===== config.mk =====
export PLATFORM = sky130hd
export DESIGN_NAME = sport_front
export DESIGN_NICKNAME = d
export VERILOG_FILES = /design/src/rtl/sport_pkg.sv /design/src/rtl/sport_rxq.sv /design/src/rtl/sport_irq.sv /design/src/rtl/sport_front.sv
export SDC_FILE = /design/constraint.sdc
export NUM_CORES = 1
export LEC_CHECK = 0
export ABC_AREA = 1
export ABC_CLOCK_PERIOD_IN_PS = 2850
export BUFFER_PORTS_ARGS = -buffer_cell sky130_fd_sc_hd__buf_2
export CORE_UTILIZATION = 40
export CTS_CLUSTER_DIAMETER = 40
export DETAILED_ROUTE_END_ITERATION = 6
export SLEW_MARGIN = 20
export SYNTH_ARGS = -nofsm -noshare
export SYNTH_HDL_FRONTEND = slang
export SYNTH_SLANG_ARGS = --single-unit

===== constraint.sdc =====
create_clock -name clk -period 2.85 [get_ports clk]
set_clock_uncertainty 0.1 [all_clocks]
set_input_delay 0.4275 -clock clk [delete_from_list [all_inputs] [get_ports clk]]
set_output_delay 0.4275 -clock clk [all_outputs]
set_load 0.02 [all_outputs]

===== src/rtl/sport_pkg.sv =====
// Shared constants for the serial port register front-end: word indices
// of the register window and bit positions of the interrupt enable mask.
package sport_pkg;
    localparam int IDX_W = 10;

    localparam logic [IDX_W-1:0] RI_ID   = 10'd0;
    localparam logic [IDX_W-1:0] RI_DATA = 10'd1;
    localparam logic [IDX_W-1:0] RI_FCNT = 10'd2;
    localparam logic [IDX_W-1:0] RI_IEN  = 10'd3;
    localparam logic [IDX_W-1:0] RI_TXA  = 10'd4;
    localparam logic [IDX_W-1:0] RI_TXN  = 10'd5;
    localparam logic [IDX_W-1:0] RI_RXA  = 10'd6;
    localparam logic [IDX_W-1:0] RI_RXN  = 10'd7;
    localparam logic [IDX_W-1:0] RI_FSZ  = 10'd8;

    localparam int EN_FIFO = 0;
    localparam int EN_TX   = 1;
    localparam int EN_RX   = 2;
    localparam int EN_W    = 3;

    localparam int BYTE_W  = 8;
endpackage


===== src/rtl/sport_rxq.sv =====
// Circular receive byte queue held as a read pointer plus a fill count.
// The write slot is (read pointer + count) wrapped at DEPTH, so any depth
// of two or more works. A push when full or a pop when empty is dropped.
// Assumes DEPTH >= 2 and CW wide enough to hold DEPTH.
module sport_rxq
    import sport_pkg::*;
#(
    parameter int DEPTH = 16,
    parameter int CW    = 5,
    parameter int PW    = 4
)(
    input  logic              clk,
    input  logic              rst_n,
    input  logic              push,
    input  logic [BYTE_W-1:0] push_data,
    input  logic              pop,
    output logic [BYTE_W-1:0] head,
    output logic [CW-1:0]     count
);
    logic [BYTE_W-1:0] mem [DEPTH];
    logic [PW-1:0]     rd_ptr;
    logic [PW-1:0]     wr_slot;
    logic              do_push;
    logic              do_pop;
    int unsigned       slot_i;

    assign do_pop  = pop && (count != '0);
    assign do_push = push && (count != CW'(DEPTH));
    assign head    = mem[rd_ptr];

    // Compute the write slot as read pointer plus count, wrapped once.
    always_comb begin
        slot_i = int'(rd_ptr) + int'(count);
        if (slot_i >= DEPTH) slot_i = slot_i - DEPTH;
        wr_slot = PW'(slot_i);
    end

    // Store an accepted byte in its slot (storage needs no reset).
    always_ff @(posedge clk) begin
        if (do_push) mem[wr_slot] <= push_data;
    end

    // Advance the read pointer on a pop and track the fill count.
    always_ff @(posedge clk) begin
        if (!rst_n) begin
            rd_ptr <= '0;
            count  <= '0;
        end else begin
            if (do_pop) rd_ptr <= (rd_ptr == PW'(DEPTH - 1)) ? '0 : rd_ptr + 1'b1;
            count <= count + CW'(do_push) - CW'(do_pop);
        end
    end
endmodule


===== src/rtl/sport_irq.sv =====
// Combines the three separately enabled interrupt sources into one level.
// Assumes its inputs come from registers, so the output is glitch-tolerant.
module sport_irq
    import sport_pkg::*;
(
    input  logic [EN_W-1:0] enables,
    input  logic            fifo_has_data,
    input  logic            rx_rem_zero,
    output logic            irq
);
    // Raise the level when any enabled source is active.
    always_comb begin
        irq = (enables[EN_FIFO] && fifo_has_data)
           || enables[EN_TX]
           || (enables[EN_RX] && rx_rem_zero);
    end
endmodule


===== src/rtl/sport_front.sv =====
// Register front-end of a serial port: word-indexed bus slave, receive
// FIFO, steering of received bytes to a pending receive DMA, hand-off of
// queued bytes when a receive DMA starts, and the transmit DMA start
// strobe. Assumes one bus access per cycle and DATA_W >= CW.
module sport_front
    import sport_pkg::*;
#(
    parameter logic [31:0] ID_VALUE   = 32'h5E12_0001,
    parameter int          FIFO_DEPTH = 16,
    parameter int          DATA_W     = 32
)(
    input  logic              clk,
    input  logic              rst_n,
    input  logic              bus_sel,
    input  logic              bus_wr,
    input  logic [11:2]       bus_addr,
    input  logic [DATA_W-1:0] bus_wdata,
    output logic [DATA_W-1:0] bus_rdata,
    output logic              irq,
    output logic              err_flag,
    output logic              tx_valid,
    output logic [BYTE_W-1:0] tx_byte,
    input  logic              rx_valid,
    input  logic [BYTE_W-1:0] rx_byte,
    output logic              rx_ready,
    output logic              dma_tx_go,
    output logic [DATA_W-1:0] dma_tx_base,
    output logic [DATA_W-1:0] dma_tx_len,
    output logic              rxdma_valid,
    output logic [DATA_W-1:0] rxdma_addr,
    output logic [BYTE_W-1:0] rxdma_byte
);
    localparam int DEPTH = (FIFO_DEPTH <= 0) ? 16 : FIFO_DEPTH;
    localparam int CW    = $clog2(DEPTH + 1);
    localparam int PW    = (DEPTH > 1) ? $clog2(DEPTH) : 1;

    logic [IDX_W-1:0]  idx;
    logic              rd_acc, wr_acc, known;
    logic [EN_W-1:0]   int_en;
    logic [DATA_W-1:0] txa, rxa, rx_rem;
    logic [CW-1:0]     drain, fcnt;
    logic [BYTE_W-1:0] fhead;
    logic              draining, rxa_wr, rxn_wr, drain_step;
    logic              rx_fire, steer, q_push, q_pop, bus_pop;
    logic [DATA_W-1:0] rd_val;

    assign idx        = bus_addr;
    assign rd_acc     = bus_sel && !bus_wr;
    assign wr_acc     = bus_sel && bus_wr;
    assign known      = (idx <= RI_FSZ);
    assign draining   = (drain != '0);
    assign rxa_wr     = wr_acc && (idx == RI_RXA);
    assign rxn_wr     = wr_acc && (idx == RI_RXN);
    assign drain_step = draining && !rxa_wr;
    assign rx_ready   = !draining && !rxn_wr && ((rx_rem != '0) || (fcnt != CW'(DEPTH)));
    assign rx_fire    = rx_valid && rx_ready;
    assign steer      = rx_fire && (rx_rem != '0);
    assign q_push     = rx_fire && (rx_rem == '0);
    assign bus_pop    = rd_acc && (idx == RI_DATA) && !draining;
    assign q_pop      = bus_pop || drain_step;

    sport_rxq #(.DEPTH(DEPTH), .CW(CW), .PW(PW)) u_rxq (
        .clk(clk), .rst_n(rst_n), .push(q_push), .push_data(rx_byte),
        .pop(q_pop), .head(fhead), .count(fcnt)
    );

    sport_irq u_irq (
        .enables(int_en), .fifo_has_data(fcnt != '0),
        .rx_rem_zero(rx_rem == '0), .irq(irq)
    );

    // Select the read value for the addressed word.
    always_comb begin
        case (idx)
            RI_ID:   rd_val = DATA_W'(ID_VALUE);
            RI_DATA: rd_val = (!draining && fcnt != '0) ? DATA_W'(fhead) : '1;
            RI_FCNT: rd_val = DATA_W'(fcnt);
            RI_IEN:  rd_val = DATA_W'(int_en);
            RI_TXA:  rd_val = txa;
            RI_TXN:  rd_val = '0;
            RI_RXA:  rd_val = rxa;
            RI_RXN:  rd_val = rx_rem;
            RI_FSZ:  rd_val = DATA_W'(DEPTH);
            default: rd_val = '0;
        endcase
    end

    // Capture read data and the sticky undefined-index flag.
    always_ff @(posedge clk) begin
        if (!rst_n) begin
            bus_rdata <= '0;
            err_flag  <= 1'b0;
        end else begin
            if (rd_acc) bus_rdata <= rd_val;
            if (bus_sel && !known) err_flag <= 1'b1;
        end
    end

    // Hold the interrupt enable mask and emit transmit bytes.
    always_ff @(posedge clk) begin
        if (!rst_n) begin
            int_en   <= '0;
            tx_valid <= 1'b0;
            tx_byte  <= '0;
        end else begin
            if (wr_acc && idx == RI_IEN) int_en <= bus_wdata[EN_W-1:0];
            tx_valid <= wr_acc && (idx == RI_DATA);
            if (wr_acc && idx == RI_DATA) tx_byte <= bus_wdata[BYTE_W-1:0];
        end
    end

    // Transmit DMA pointer and start strobe.
    always_ff @(posedge clk) begin
        if (!rst_n) begin
            txa         <= '0;
            dma_tx_go   <= 1'b0;
            dma_tx_base <= '0;
            dma_tx_len  <= '0;
        end else begin
            dma_tx_go <= 1'b0;
            if (wr_acc && idx == RI_TXA) begin
                txa <= bus_wdata;
            end else if (wr_acc && idx == RI_TXN && bus_wdata != '0) begin
                dma_tx_go   <= 1'b1;
                dma_tx_base <= txa;
                dma_tx_len  <= bus_wdata;
                txa         <= txa + bus_wdata;
            end
        end
    end

    // Receive DMA pointer, outstanding count, hand-off and steering.
    always_ff @(posedge clk) begin
        if (!rst_n) begin
            rxa         <= '0;
            rx_rem      <= '0;
            drain       <= '0;
            rxdma_valid <= 1'b0;
            rxdma_addr  <= '0;
            rxdma_byte  <= '0;
        end else begin
            rxdma_valid <= 1'b0;
            if (rxa_wr) begin
                rxa    <= bus_wdata;
                rx_rem <= '0;
                drain  <= '0;
            end else if (rxn_wr && !draining) begin
                if (bus_wdata > DATA_W'(fcnt)) begin
                    rx_rem <= bus_wdata - DATA_W'(fcnt);
                    drain  <= fcnt;
                end else begin
                    rx_rem <= '0;
                    drain  <= CW'(bus_wdata);
                end
            end else if (drain_step) begin
                rxdma_valid <= 1'b1;
                rxdma_byte  <= fhead;
                rxdma_addr  <= rxa;
                rxa         <= rxa + 1'b1;
                drain       <= drain - 1'b1;
            end else if (steer) begin
                rxdma_valid <= 1'b1;
                rxdma_byte  <= rx_byte;
                rxdma_addr  <= rxa;
                rxa         <= rxa + 1'b1;
                rx_rem      <= rx_rem - 1'b1;
            end
        end
    end
endmodule


==> results of run 1 <==
==> metal layers <==
layer	up-vias	global-route usage, %	routed length, um
li1	10800	-	-
met1	10700	42.4	38200
met2	923	47.5	37900
met5	-	0	62
met3	174	6.45	7360
met4	10	14.5	3710
==> timing repair <==
action,4_1_cts,5_1_grt
setup buffers,0,2
setup endpoints to repair,1,31
hold buffers,0,0
cloned,0,0
pin swaps,1,6
gates resized for setup,7,18
==> through the flow <==
stage	TNS, ns	util [%]	total power [mW]
2_1_floorplan	0	-	12.6
3_3_place_gp	-0.410	45.3	15.7
3_5_place_dp	-1.19	45.3	15.8
4_1_cts	0	49.8	24.3
5_1_grt	0	49.9	25.9
6_report	0	49.9	24.5
==> synthesized netlist by cell type, types with 18 or more instances <==
master,instances
nand2_1,752
xor2_1,52
edfxtp_1,128
nor3_1,36
inv_1,265
o21ai_1,68
o211ai_1,18
nor2_1,461
nand4_1,24
o22ai_1,46
dfxtp_1,265
clkbuf_1,67
nand3_1,225
ha_1,51
a21oi_1,226
buf_2,40
inv_2,20
o21ai_0,204
==> state kept, by name (all words and copies together) (netlist names), named ones only <==
| signal | count |
|---|---|
| rx_rem | 32 |
| rxdma_addr | 32 |
| u_rxq.rd_ptr | 4 |
| tx_valid | 1 |
| int_en | 3 |
| rxdma_valid | 1 |
| txa | 32 |
| dma_tx_len | 32 |
| u_rxq.mem | 128 |
| tx_byte | 8 |
| rxdma_byte | 8 |
| dma_tx_go | 1 |
| bus_rdata | 32 |
| rxa | 32 |
| u_rxq.count | 5 |
| drain | 5 |
| err_flag | 1 |
| dma_tx_base | 32 |
==> power groups by stage <==
stage               logic, mW  clock network [mW]  registers, mW
global route             10.2                8.83           6.87
finish                   9.23                8.43           6.81
global placement         8.87                   0           6.87
floorplan                5.50                   0           7.09
detailed placement       8.90                   0           6.88
CTS                      9.00                8.54           6.78
==> worst max-delay path: cells and delay by family (launching register included) <==
kind | cells | cell delay (ns)
and+or+nand+nor | 5 | 0.82
buffers and inverters | 3 | 0.44
DFF | 1 | 0.35
==> worst max path at each step <==
stage,startpoint,cells after the start,to,slack [ns]
final,rx_rem[29],8,rx_ready,0.09
after global routing,rx_rem[14],9,irq,0.007
after CTS,rx_rem[0],10,rx_ready,0.01
after detailed placement,bus_addr[11],17,u_rxq.count[4],-0.19
after global placement,bus_addr[11],17,u_rxq.count[4],-0.21
after floorplan,bus_addr[11],19,u_rxq.count[4],0.003
==> cell type report <==
cell class                      count  area share (%)
Antenna cell                        1         0.00933
Clock buffer                       85            7.08
Clock inverter                     40            1.84
Inverter                          289            4.07
Multi-Input combinational cell   2267            41.1
Sequential cell                   393            34.1
Tap cell                          696            3.25
Timing Repair Buffer              361            8.55
==> cell families (layout without fill, tap and decap cells) <==
kind of cell | count (synthesis) | count (layout) | synth area share (%)
compound gates | 584 | 584 | 14.3
xor+xnor | 63 | 63 | 2.54
fa+ha+maj | 55 | 55 | 3.31
buf+inv | 412 | 775 | 7.55
flops | 393 | 393 | 42.1
other cells | 0 | 1 | 0
simple gates | 1565 | 1565 | 30.2
==> cells in the final DEF, fill, tap and decap left out, drive strengths merged, types with 19 or more instances in the layout <==
| cell type | synthesis | layout |
|---|---|---|
| a21oi | 228 | 228 |
| buf | 56 | 361 |
| clkbuf | 67 | 85 |
| dfxtp | 265 | 265 |
| edfxtp | 128 | 128 |
| ha | 51 | 51 |
| inv | 285 | 302 |
| nand2 | 762 | 762 |
| nand3 | 229 | 229 |
| nand4 | 25 | 25 |
| nor2 | 477 | 477 |
| nor3 | 36 | 36 |
| o21ai | 273 | 273 |
| o22ai | 46 | 46 |
| or2 | 19 | 19 |
| xor2 | 52 | 52 |
==> flow_metrics.env, run 1 <==
export IMPL_status="completed"
export IMPL_viasPerCell=5.45
export IMPL_row_count=85
export IMPL_clock_sinks=393
export IMPL_place_gp_congestion=1.00
export IMPL_irDropWorstVdd_v=0.000545
export IMPL_start_kind="flip-flop"
export IMPL_yosys_warnings=0
export IMPL_clkPwrFrac_pct=34.5
export IMPL_nets=3490
export IMPL_syn_inst=3072
export IMPL_fp_dieH_um=235
export IMPL_cp_required_ns=2.32
export IMPL_reg2reg_to="u_rxq.count[4]"
export IMPL_drive_gt1_share_pct=16.8
export IMPL_hold_class="input port to flip-flop"
export IMPL_holdPathEnd="txa[3]"
export IMPL_drt_iter0_drc=2000
export IMPL_rrSetupSlack_ns=0.16
export IMPL_seqPwrFrac_pct=27.8
export IMPL_finalHoldViolations=0
export IMPL_synth_nets=3182
export IMPL_ys_seq_elements=393
export IMPL_insertion_delay_ns=0.62
export IMPL_hp_start="bus_wdata[3]"
export IMPL_core_area_um2=53700
export IMPL_synth_area_per_cell_um2=7.07
export IMPL_grt_pass1_vias=21400
export IMPL_multi_input_area_um2=11000
export IMPL_final_setup_worst_slack_ns=0.0920
export IMPL_detailedPlace_worstSlack_ns=-0.192
export IMPL_grt_max_degree=147
export IMPL_h_tree_depth=3
export IMPL_netlist_area_um2=21700
export IMPL_synth_seq_area_share_pct=42.1
export IMPL_num_vias=22500
export IMPL_fin_cells=4132
export IMPL_cp_max_fo=4
export IMPL_design_area_um2=26800
export IMPL_placed_area_um2=24300
export IMPL_power_density_nw_per_um2=913
export IMPL_post_route_period_util_pct=96.8
export IMPL_slew_violations=0
export IMPL_worst_hold_slack_ns=0.0804
export IMPL_ios=205
export IMPL_dieArea_um2=55200
export IMPL_crit_type="flip-flop to primary output"
export IMPL_p_leak_nw=11.7
export IMPL_detailed_place_hpwl_um=67100
export IMPL_slowest_delay_ns=0.35
export IMPL_rr_worst_depth=15
export IMPL_async_reset_ff_share_pct=0
export IMPL_slew_headroom_pct=50.7
export IMPL_power_internal_mw=14.8
export IMPL_dp_cells=4004
export IMPL_crit_arrival_ns=2.23
export IMPL_synth_top_area_share_pct=24.4
export IMPL_grt_pass1_wl_um=131000
export IMPL_globalRouteTotalUtil_pct=31.2
export IMPL_grt_ovfl_total=0
export IMPL_synth_area_leaders="dfxtp_1, edfxtp_1, nand2_1"
export IMPL_wl_um=87300
export IMPL_drt_pass1_iter_count=6
export IMPL_cts_buffers_inserted=68
export IMPL_rsz0062_at_grt="false"
export IMPL_fillCellCount=5407
export IMPL_initial_core_util_pct=40.4
export IMPL_cts_tree="done"
export IMPL_port_buffer_count=204
export IMPL_hold_depth=3
export IMPL_p_sw_mw=9.66
export IMPL_synth_edff_count=128
export IMPL_synth_top_cell_by_area="dfxtp_1"
export IMPL_path_clk_slew_ns=0.06
export IMPL_ys_types=50
export IMPL_post_route_min_period_ns=2.76
export IMPL_combinationalPowerShare_pct=37.7
export IMPL_syn_to_final_growth_pct=23.5
export IMPL_wl_per_cell_um=21.1
export IMPL_drv_cap=0
export IMPL_clockBufferDepth=3
export IMPL_synth_flop_cell="dfxtp_1"
export IMPL_worstMarginPinSlew_ns=0.737
export IMPL_dieWidth_um=235
export IMPL_r2r_start="rx_rem[29]"
export IMPL_route_detailed_drc=0
export IMPL_cts_root_buf="clkbuf_16"
export IMPL_fmax_mhz=363
export IMPL_seqCellArea_um2=9150
export IMPL_drtAntennaViolNets=0
export IMPL_crit_slowest_cell="dfxtp_1"
export IMPL_setup_viol=0
export IMPL_p_sw_share_pct=39.5
export IMPL_grt_antenna_before_repair=6
export IMPL_path_cells="nor2_1, nand4_1, nor2_1, buf_4, nand3_1, and2_1, buf_4, buf_2"
export IMPL_critPathCaptureType="primary output"
(Power assumes the default switching activity.)
==> inputs of run 2 (changes only) <==
- ABC_AREA: 1 -> default
==> flow_metrics.env, run 2 <==
export IMPL_status="finished, violations left"
export IMPL_violations="DRC, setup timing"
export IMPL_hold_depth=3
export IMPL_netlist_area_um2=19000
export IMPL_regMostFlops="u_rxq.mem"
export IMPL_row_count=79
export IMPL_finalHoldViolations=0
export IMPL_drtAntennaViolNets=0
export IMPL_setup_viol=240
export IMPL_drive_gt1_share_pct=36.1
export IMPL_slew_violations=0
export IMPL_final_cell_mix="nand2_1, buf_4, dfxtp_1"
export IMPL_final_setup_tns_ns=-108.96
export IMPL_syn_to_final_growth_pct=41.5
export IMPL_rsz0062_at_grt="true"
export IMPL_synth_seq_area_share_pct=48.2
export IMPL_final_util_pct=57.6
export IMPL_route_detailed_drc=37
export IMPL_fin_cells=3156
export IMPL_wl_per_cell_um=23.3
export IMPL_fmax_mhz=286
export IMPL_port_buffer_count=204
export IMPL_dp_cells=2982
export IMPL_drv_cap=0
export IMPL_ys_seq_elements=393
export IMPL_insertion_delay_ns=0.60
export IMPL_synth_nets=2103
export IMPL_antenna_cells=0
export IMPL_synth_flop_cell="dfxtp_1"
export IMPL_holdPathEnd="dma_tx_len[19]"
export IMPL_seqCellArea_um2=9160
export IMPL_grt_antenna_before_repair=0
export IMPL_synth_top_cells_by_count="nand2_1, dfxtp_1, a21oi_1"
export IMPL_drt_pass1_iter_count=7
export IMPL_async_reset_ff_share_pct=0
export IMPL_wl_um=73500
export IMPL_post_route_period_util_pct=123
export IMPL_yosysMostFrequentCell="nand2_1"
export IMPL_crit_arrival_ns=3.65
export IMPL_hp_start="bus_wdata[19]"
export IMPL_synth_top_area_share_pct=27.9
export IMPL_place_gp_congestion=1.00
export IMPL_fillCellCount=3955
export IMPL_initial_core_util_pct=40.7
export IMPL_reg2reg_to="u_rxq.mem[12][5]"
export IMPL_hold_class="input port to flip-flop"
export IMPL_worstMarginPinSlew_ns=0.974
export IMPL_core_area_um2=46700
export IMPL_viasPerCell=5.83
export IMPL_multi_input_area_um2=10300
export IMPL_yosys_warnings=0
export IMPL_globalRouteTotalUtil_pct=30.0
export IMPL_p_leak_nw=10.3
export IMPL_drt_iter0_drc=1699
export IMPL_dieWidth_um=220
export IMPL_fp_dieH_um=220
export IMPL_grt_max_degree=83
export IMPL_cts_hold_buf=0
export IMPL_largest_register_ffs=128
export IMPL_synth_area_leaders="dfxtp_1, edfxtp_1, nand2_1"
export IMPL_grt_ovfl_total=0
export IMPL_irDropWorstVdd_v=0.000914
export IMPL_h_tree_depth=3
export IMPL_rr_worst_depth=8
export IMPL_critPathCaptureType="flip-flop"
export IMPL_num_vias=18400
export IMPL_grt_pass1_vias=17800
export IMPL_cts_root_buf="clkbuf_16"
export IMPL_rrSetupSlack_ns=-0.64
export IMPL_slew_headroom_pct=34.8
export IMPL_post_route_min_period_ns=3.49
export IMPL_syn_inst=1993
export IMPL_ys_types=81
export IMPL_path_clk_slew_ns=0.06
export IMPL_cp_max_fo=8
export IMPL_cp_required_ns=3.01
export IMPL_synth_area_per_cell_um2=9.53
export IMPL_worst_setup_path_startpoint="rx_rem[25]"
export IMPL_detailed_place_hpwl_um=52300
export IMPL_r2r_start="rx_rem[25]"
export IMPL_start_kind="flip-flop"
export IMPL_grt_pass1_wl_um=108000
export IMPL_synth_top_cell_by_area="dfxtp_1"
export IMPL_final_setup_worst_slack_ns=-0.642
export IMPL_clockBufferDepth=3
export IMPL_ios=205
export IMPL_dieArea_um2=48400
export IMPL_synth_edff_count=128
export IMPL_crit_type="flip-flop to flip-flop"
export IMPL_power_density_nw_per_um2=927
export IMPL_final_common_cell="nand2_1"
export IMPL_cts_buffers_inserted=66
export IMPL_clock_sinks=393
export IMPL_nets=2607
export IMPL_cts_tree="done"
## run 2: worst max path at each step
stage | end | slack, ns | cells after the start
floorplan | u_rxq.count[4] | -0.65 | 15
global placement | txa[29] | -0.60 | 11
detailed placement | txa[29] | -0.70 | 11
CTS | u_rxq.mem[0][5] | -0.68 | 8
global route | u_rxq.mem[12][4] | -0.72 | 8
finish | u_rxq.mem[12][5] | -0.64 | 8
## run 2: critical path, cell delays in order, from the launching register on
cell,delay (ns)
dfxtp_2,0.32
or4_4,0.53
or4_4,0.43
or3_4,0.41
nor3_4,0.21
buf_6,0.13
nor3b_4,0.26
or3b_4,0.51
nor2_4,0.26
## run 2: stage by stage
stage          hold slack (ns)  setup slack, ns  instance area, um2  power, mW
2_1_floorplan            0.341           -0.652               19600       11.5
3_3_place_gp             0.340           -0.595               23200       14.4
3_5_place_dp             0.344           -0.696               23200       14.5
4_1_cts                 0.0745           -0.678               26200       24.0
5_1_grt                 0.0867           -0.717               26900       25.9
6_report                 0.104           -0.642               26900       24.9
## run 2: repair_timing
action	in CTS	in global routing
resized for setup	73	128
setup endpoints to repair	244	258
gates cloned	12	4
pin swaps	46	80
buffers inserted	28	14
## run 2: final cells by class
cell class | instances | share of cell area (%)
multi-input cells | 1441 | 38.3
flip-flops and latches | 393 | 34.1
repair buffers | 559 | 16.0
clock buffers | 77 | 6.65
well taps | 607 | 2.83
clock inverters | 43 | 1.68
inverters | 36 | 0.521
## run 2: kinds of logic (layout without fill, tap and decap cells)
logic type	count (synthesis)	in the layout	synth area share, %
compound gates	535	535	17.9
buf+inv	162	715	3.37
simple gates	691	694	16.5
fa+ha+maj	55	55	3.78
mux	57	57	5.65
xor+xnor	100	100	4.61
flops	393	393	48.2
## run 2: where the power goes
| part | internal (mW) | total (mW) | leakage [nW] | switching (mW) |
|---|---|---|---|---|
| sequential | 6.25 | 6.63 | 3.30 | 0.375 |
| clock | 5.09 | 8.04 | 1.09 | 2.95 |
| combinational | 4.81 | 10.3 | 5.92 | 5.44 |
| total | 16.2 | 24.9 | 10.3 | 8.77 |
## run 2: per-layer routing
metal,vias to the layer above,share of wire [%],global-route usage [%]
met3,196,7.8,5.40
met2,841,48,50.3
li1,8367,-,-
met4,0,4.7,13.9
met1,9004,39,37.3
met5,-,0,0
